### src/rtl/ddrw_pkg.sv
package ddrw_pkg;

    typedef enum logic [1:0] {
        LEN_TWO    = 2'b00,
        LEN_FOUR   = 2'b01,
        LEN_EIGHT  = 2'b10,
        LEN_EIGHTX = 2'b11
    } len_code_e;

    function automatic logic [3:0] beats_of(input logic [1:0] code);
        case (len_code_e'(code))
            LEN_TWO:  return 4'd2;
            LEN_FOUR: return 4'd4;
            default:  return 4'd8;
        endcase
    endfunction

endpackage

### src/rtl/ddrw_burst_seq.sv
module ddrw_burst_seq #(
    parameter int COL_W  = 11,
    parameter int MAX_BL = 8
) (
    input  logic             clk,
    input  logic             rst,
    input  logic             req,
    input  logic [COL_W-1:0] start_col,
    input  logic [1:0]       len_code,
    output logic             busy,
    output logic [COL_W-1:0] cur_col,
    output logic             overlap
);
    import ddrw_pkg::*;

    localparam int OFF_W = $clog2(MAX_BL);
    localparam int CNT_W = OFF_W + 1;

    logic [CNT_W-1:0] pairs_left;
    logic [CNT_W-1:0] blen;
    logic [OFF_W-1:0] offset;
    logic [COL_W-1:0] base;
    logic [COL_W-1:0] low_mask;

    always_comb begin
        low_mask = COL_W'(blen) - COL_W'(1);
        cur_col  = (base & ~low_mask) | ((base + COL_W'(offset)) & low_mask);
    end

    always_ff @(posedge clk) begin
        if (rst) begin
            busy       <= 1'b0;
            pairs_left <= '0;
            blen       <= CNT_W'(2);
            offset     <= '0;
            base       <= '0;
            overlap    <= 1'b0;
        end else begin
            overlap <= req && busy;
            if (busy) begin
                offset     <= offset + OFF_W'(2);
                pairs_left <= pairs_left - CNT_W'(1);
                if (pairs_left == CNT_W'(1))
                    busy <= 1'b0;
            end else if (req) begin
                busy       <= 1'b1;
                base       <= start_col;
                blen       <= CNT_W'(beats_of(len_code));
                pairs_left <= CNT_W'(beats_of(len_code) >> 1);
                offset     <= '0;
            end
        end
    end

endmodule

### src/rtl/ddrw_beat_pair.sv
module ddrw_beat_pair #(
    parameter int DQ_W  = 4,
    parameter int COL_W = 11
) (
    input  logic              clk,
    input  logic              rst,
    input  logic              take,
    input  logic [COL_W-1:0]  col_in,
    input  logic [DQ_W-1:0]   dq,
    input  logic              dm,
    output logic              word_vld,
    output logic [COL_W-1:0]  word_col,
    output logic [2*DQ_W-1:0] word_data,
    output logic [1:0]        word_be
);
    typedef struct packed {
        logic [DQ_W-1:0] data;
        logic            mask;
    } beat_t;

    beat_t            rise_q;
    beat_t            fall_q;
    logic             pending;
    logic [COL_W-1:0] pend_col;

    always_ff @(posedge clk) begin
        if (rst) begin
            pending  <= 1'b0;
            rise_q   <= '0;
            pend_col <= '0;
        end else begin
            pending <= take;
            if (take) begin
                rise_q   <= '{data: dq, mask: dm};
                pend_col <= col_in;
            end
        end
    end

    always_ff @(negedge clk) begin
        if (rst)
            fall_q <= '0;
        else if (pending)
            fall_q <= '{data: dq, mask: dm};
    end

    always_ff @(posedge clk) begin
        if (rst) begin
            word_vld  <= 1'b0;
            word_col  <= '0;
            word_data <= '0;
            word_be   <= '0;
        end else begin
            word_vld <= pending;
            if (pending) begin
                word_col  <= pend_col;
                word_data <= {fall_q.data, rise_q.data};
                word_be   <= ~{fall_q.mask, rise_q.mask};
            end else begin
                word_be   <= '0;
            end
        end
    end

endmodule

### src/rtl/ddrw_capture.sv
module ddrw_capture #(
    parameter int DQ_W   = 4,
    parameter int COL_W  = 11,
    parameter int MAX_BL = 8
) (
    input  logic              strobe,
    input  logic              rst,
    input  logic              wr_req,
    input  logic [COL_W-1:0]  wr_col,
    input  logic [1:0]        wr_len,
    input  logic [DQ_W-1:0]   dq_in,
    input  logic              dm_in,
    output logic              core_we,
    output logic [COL_W-1:0]  core_col,
    output logic [2*DQ_W-1:0] core_data,
    output logic [1:0]        core_be,
    output logic              busy,
    output logic              overlap_err
);
    logic [COL_W-1:0] seq_col;

    ddrw_burst_seq #(.COL_W(COL_W), .MAX_BL(MAX_BL)) seq_i (
        .clk       (strobe),
        .rst       (rst),
        .req       (wr_req),
        .start_col (wr_col),
        .len_code  (wr_len),
        .busy      (busy),
        .cur_col   (seq_col),
        .overlap   (overlap_err)
    );

    ddrw_beat_pair #(.DQ_W(DQ_W), .COL_W(COL_W)) pair_i (
        .clk       (strobe),
        .rst       (rst),
        .take      (busy),
        .col_in    (seq_col),
        .dq        (dq_in),
        .dm        (dm_in),
        .word_vld  (core_we),
        .word_col  (core_col),
        .word_data (core_data),
        .word_be   (core_be)
    );

endmodule

### config.mk
export PLATFORM = sky130hd
export DESIGN_NAME = ddrw_capture
export DESIGN_NICKNAME = d
export VERILOG_FILES = /design/src/rtl/ddrw_pkg.sv /design/src/rtl/ddrw_burst_seq.sv /design/src/rtl/ddrw_beat_pair.sv /design/src/rtl/ddrw_capture.sv
export SDC_FILE = /design/constraint.sdc
export NUM_CORES = 1
export LEC_CHECK = 0
export BUFFER_PORTS_ARGS = -buffer_cell sky130_fd_sc_hd__clkbuf_2
export CORE_MARGIN = 10
export CORE_UTILIZATION = 55
export CTS_BUF_LIST = sky130_fd_sc_hd__clkbuf_16
export CTS_CLUSTER_DIAMETER = 80
export DETAILED_ROUTE_END_ITERATION = 7
export HOLD_SLACK_MARGIN = 0.08
export PLACE_DENSITY = 0.79
export SYNTH_ARGS = -nofsm -noshare
export SYNTH_HDL_FRONTEND = slang
export SYNTH_SLANG_ARGS = --single-unit
### constraint.sdc
create_clock -name strobe -period 2.2 [get_ports strobe]
set_input_delay 0.22 -clock strobe [delete_from_list [all_inputs] [get_ports strobe]]
set_output_delay 0.22 -clock strobe [all_outputs]
set_load 0.05 [all_outputs]
### Yosys cells after proc, flatten, opt, wreduce, memory -nomap -nowiden

Cells that the tools add are included.

| storage, ports and cells | value |
|---|---|
| register bits after elaboration | 68 |
| latch bits | 0 |
| bits in writable memories | 0 |
| bits in read-only memories | 0 |
| input bits | 21 |
| output and inout bits | 24 |
| word-level logic and storage cells | 42 |
| memories | 0 |

| cells by class | value |
|---|---|
| $add $sub $neg | 4 |
| multiply operators | 0 |
| divide/modulo/power cells | 0 |
| order comparisons | 0 |
| equality and inequality tests | 2 |
| shift operators | 0 |
| mux-type cells | 8 |
| bitwise logic cells | 7 |
| reduce and logical (&&, ||, !) cells | 5 |

Operators with widths:

| cell | count |
|---|---|
| bitwise AND 11 bit | 2 |
| adder 11 x 3 -> 11 bit | 1 |
| inverter 11 bit | 1 |
| OR 11 bit | 1 |
| two-way mux 4 bit | 2 |
| one-hot mux 4 bit (2 select lines) | 1 |
| two-way mux 3 bit | 2 |
| subtractor 4 x 1 -> 5 bit, second input constant | 1 |
| == test 4 x 1 -> 1 bit, second input constant | 1 |
| subtractor 4 x 1 -> 4 bit, second input constant | 1 |
| adder 3 x 2 -> 3 bit, second input constant | 1 |
| two-way mux 1 bit | 3 |
| == test 2 x 1 -> 1 bit, second input constant | 1 |
| logical NOT 2 bit | 1 |
| inverter 1 bit | 2 |
| inverter 2 bit | 1 |
| AND reduction 2 bit | 1 |
| nonzero test 2 bit | 1 |
| OR reduction 2 bit | 1 |
| logical AND 1 bit | 1 |

### Longest topological paths before layout

| logic depth | value |
|---|---|
| depth after elaboration | 4 |
| depth in mapped cells | 6 |
| depth with buffers taken out | 6 |

### Hierarchy

Synthesis repeated with hierarchy kept, for this count alone.

| second synthesis, totals | value |
|---|---|
| cells, all modules | 281 |
| area, all modules | 2,723.9 µm² |

By module, submodules not included:

| module | instances | cells each | area each (µm²) | sequential area each (µm²) |
|---|---|---|---|---|
| ddrw_beat_pair | 1 | 140 | 1,564.0 | 880.8 |
| ddrw_burst_seq | 1 | 141 | 1,159.9 | 440.4 |

==> reports/results.txt <==
number of nets in the finished design -> 363
worst-case headroom to the max-slew limit -> 63.7%
maximum fanout count along the critical path -> 9
power share of the combinational group -> 10.3%
number of maximum-capacitance violations -> 0
fraction of final layout cells sized beyond drive strength 1 -> 21.7%
maximum VDD drop -> 0.000593 V
total number of vias -> 2020
Net Count, Synth -> 312
mean instance size in the synthesized netlist -> 9.54 um^2
switching fraction of total power -> 24.8%
commonest non-fill, non-tap cell in the layout -> sky130_fd_sc_hd__dfxtp_1
post-synthesis cell type with the largest combined area -> sky130_fd_sc_hd__dfxtp_1
sequential share of power -> 43.7%
CTS tree -> done
routability congestion estimate -> 0.778
placeable core area -> 4750 um^2
effective utilization at floorplan -> 57.2%
FF+latch count, synth -> 66
overall die area -> 8150 um^2
largest net degree at the start of global routing -> 32
gate family responsible for the most delay along the worst path -> flip-flops
proportion of power drawn by the clock network -> 46.0%
leakage power summed over all cells -> 1.39 nW
unrepaired setup endpoints after global routing -> no
Final Hold Vio Count -> 0
fin. max-slew vios -> 0
maximum clock path buffer count -> 2
count of inserted antenna diode cells -> 0
final global-route overflow total -> 0
Clk Latency, worst-skew pair -> 0.38 ns
count of hold buffers inserted by post-cts repair -> 0
path class of the lowest-slack min-delay path -> primary input to flip-flop
post-synthesis instance total -> 285
cell chain of the critical path -> mux2i_1 -> nor2_1
ranking of synthesized cells by area -> sky130_fd_sc_hd__dfxtp_1, sky130_fd_sc_hd__mux2i_1, sky130_fd_sc_hd__nor2_1
clock slew seen by the registers of the worst setup and hold paths -> 0.05 ns
CP Class -> flip-flop to flip-flop
cell area after synthesis -> 2720 um^2
Cell Int Power -> 2.26 mW
vertical die dimension -> 90.3 um
post-route clock skew -> 0.0632 ns
type of element capturing the critical path -> flip-flop
number of fill cells -> 399
# setup viols final -> 0
detailed-router iteration count before antenna repair -> 4
number of clock buffers inserted by TritonCTS -> 9
switching component of the power -> 0.743 mW
number of DRC markers in iteration 0 -> 52
antenna violations before repair -> 0
layout overhead on the synthesized area -> 20.6%
Final Routed Wirelength -> 5.37 mm
slew at the pin closest to its max-slew limit -> 0.545 ns
Arrival @ worst endpoint -> 1.18 ns
number of non-filler instances in the completed layout -> 408
placed cell count -> 388
setup TNS -> 0 ns
clock root cell -> sky130_fd_sc_hd__clkbuf_16
number of input and output port buffers inserted -> 44
Yosys warning total -> 0
number of rows in the core area -> 25
delay of the slowest cell on the worst path -> 0.56 ns
proportion of netlist area held by the largest area contributor -> 48.6%
die span in x -> 90.3 um
first-pass GRT wire length -> 9.45 mm
top library cells by usage in the layout, fill and taps aside -> sky130_fd_sc_hd__dfxtp_1, sky130_fd_sc_hd__nor2_1, sky130_fd_sc_hd__clkbuf_2, sky130_fd_sc_hd__mux2i_1, sky130_fd_sc_hd__nand2_1
slowest CP cell -> sky130_fd_sc_hd__dfxtp_1
via count of the first global-routing pass -> 2017
half-perimeter wire length after detailed placement -> 3.85 mm
data required time of the worst path -> 1.35 ns
count of distinct cell types in the synthesized netlist -> 36
average routed wire per standard cell -> 13.1 um
remaining design rule violation count -> 0
pwr dens -> 916 nW/um^2
Antenna Nets Post-Route -> 0
vias per inst -> 4.95
buffering stage count on the worst path with inverters included -> 0
status -> completed
H-tree depth -> 3
total design power -> 3.00 mW
register-to-register setup slack -> 0.17 ns
CTS sink cnt -> 66
CTS resizes -> 0
number of I/O pins -> 45
share of the yosys chip area belonging to registers -> 48.6%
type of element launching the critical path -> flip-flop
Total GRT Usage -> 13.9%
Post-CTS Repair Setup Buffers -> 0
## metal layers
metal | wire length (um) | global-route usage [%]
met5 | 0 | 0
met1 | 2580 | 17.7
met3 | 288 | 5.32
met4 | 42 | 4.77
met2 | 2460 | 20.8
## worst paths after layout
path                                 startpoint  cells past startpoint                             to
setup / recovery      pair_i.pending$_SDFF_PP0_                      2  pair_i.fall_q[3]$_SDFFE_NP0P_
hold / removal                        wr_col[0]                      3     seq_i.base[0]$_SDFFE_PP0P_
setup reg to reg      pair_i.pending$_SDFF_PP0_                      2  pair_i.fall_q[3]$_SDFFE_NP0P_
hold reg to reg   pair_i.rise_q[0]$_SDFFE_PP0P_                      1   pair_i.word_be[0]$_SDFF_PP0_
## power by group through the flow
| stage | logic (mW) | registers, mW | clock network (mW) |
|---|---|---|---|
| 6_report | 0.310 | 1.31 | 1.38 |
| 5_1_grt | 0.348 | 1.32 | 1.47 |
| 4_1_cts | 0.314 | 1.31 | 1.40 |
| 3_5_place_dp | 0.311 | 1.33 | 0.0170 |
| 3_3_place_gp | 0.302 | 1.33 | 0.0170 |
| 2_1_floorplan | 0.214 | 1.36 | 0.0170 |
## synthesized netlist by cell type (all sizes together)
library cell  count
xor2              6
a21oi            19
and2              2
dfxtp            66
nand2            28
buf               4
o211ai            2
nor4b             1
nor2             49
a211oi           14
a211o             1
and4b             1
a311oi            1
nor3b             2
conb              1
xnor2             5
clkbuf           13
mux2i            31
nor3              5
nand2b            3
ha                5
nor2b             6
fa                1
inv               8
and4              1
o21ai             3
and3              3
or3               2
o2111ai           2
## state kept, by name, summed over array words and instances (netlist names)
signal,count
seq_i.base,11
seq_i.overlap,1
pair_i.rise_q,5
pair_i.fall_q,5
pair_i.pending,1
pair_i.word_be,2
seq_i.blen,3
seq_i.pairs_left,4
pair_i.word_col,11
pair_i.word_vld,1
pair_i.pend_col,11
pair_i.word_data,8
seq_i.offset,2
seq_i.busy,1
## layout make-up
class / count / area (um^2) / share of cell area (%)
Sequential cell: 66 / 1320 / 40.3
Timing Repair Buffer: 53 / 288 / 8.78
Multi-Input combinational cell: 194 / 1250 / 38.3
Clock buffer: 9 / 225 / 6.87
Inverter: 7 / 26.3 / 0.802
Tap cell: 67 / 83.8 / 2.56
Clock inverter: 12 / 77.6 / 2.37
## through the flow
stage | setup slack (ns) | utilization (%) | hold slack [ns] | area, um^2
5_1_grt | 0.110 | 68.9 | 0.118 | 3280
6_report | 0.168 | 68.9 | 0.119 | 3280
2_1_floorplan | 0.0669 | - | 0.356 | 2720
4_1_cts | 0.158 | 68.9 | 0.110 | 3280
3_5_place_dp | 0.138 | 62.6 | 0.408 | 2980
3_3_place_gp | 0.181 | 62.6 | 0.405 | 2980
## logic make-up (layout without fill, tap and decap cells)
logic type	count (synthesis)	count (layout)	share of synthesized area, %
xor gates and xnor gates	11	11	3.55
DFF	66	66	48.6
buffers and inverters	25	81	5.20
AOI/OAI and AO/OA	42	42	10.3
and+or+nand+nor	103	103	17.8
muxes	31	31	11.4
other	1	1	0.138
adders and majority gates	6	6	3.04
## tightest hold or removal path, stage by stage
cell and delay [ns]:
sky130_fd_sc_hd__clkbuf_2 0.08, sky130_fd_sc_hd__nand2_1 0.04, sky130_fd_sc_hd__a21oi_1 0.05
(Power assumes the default switching activity.)
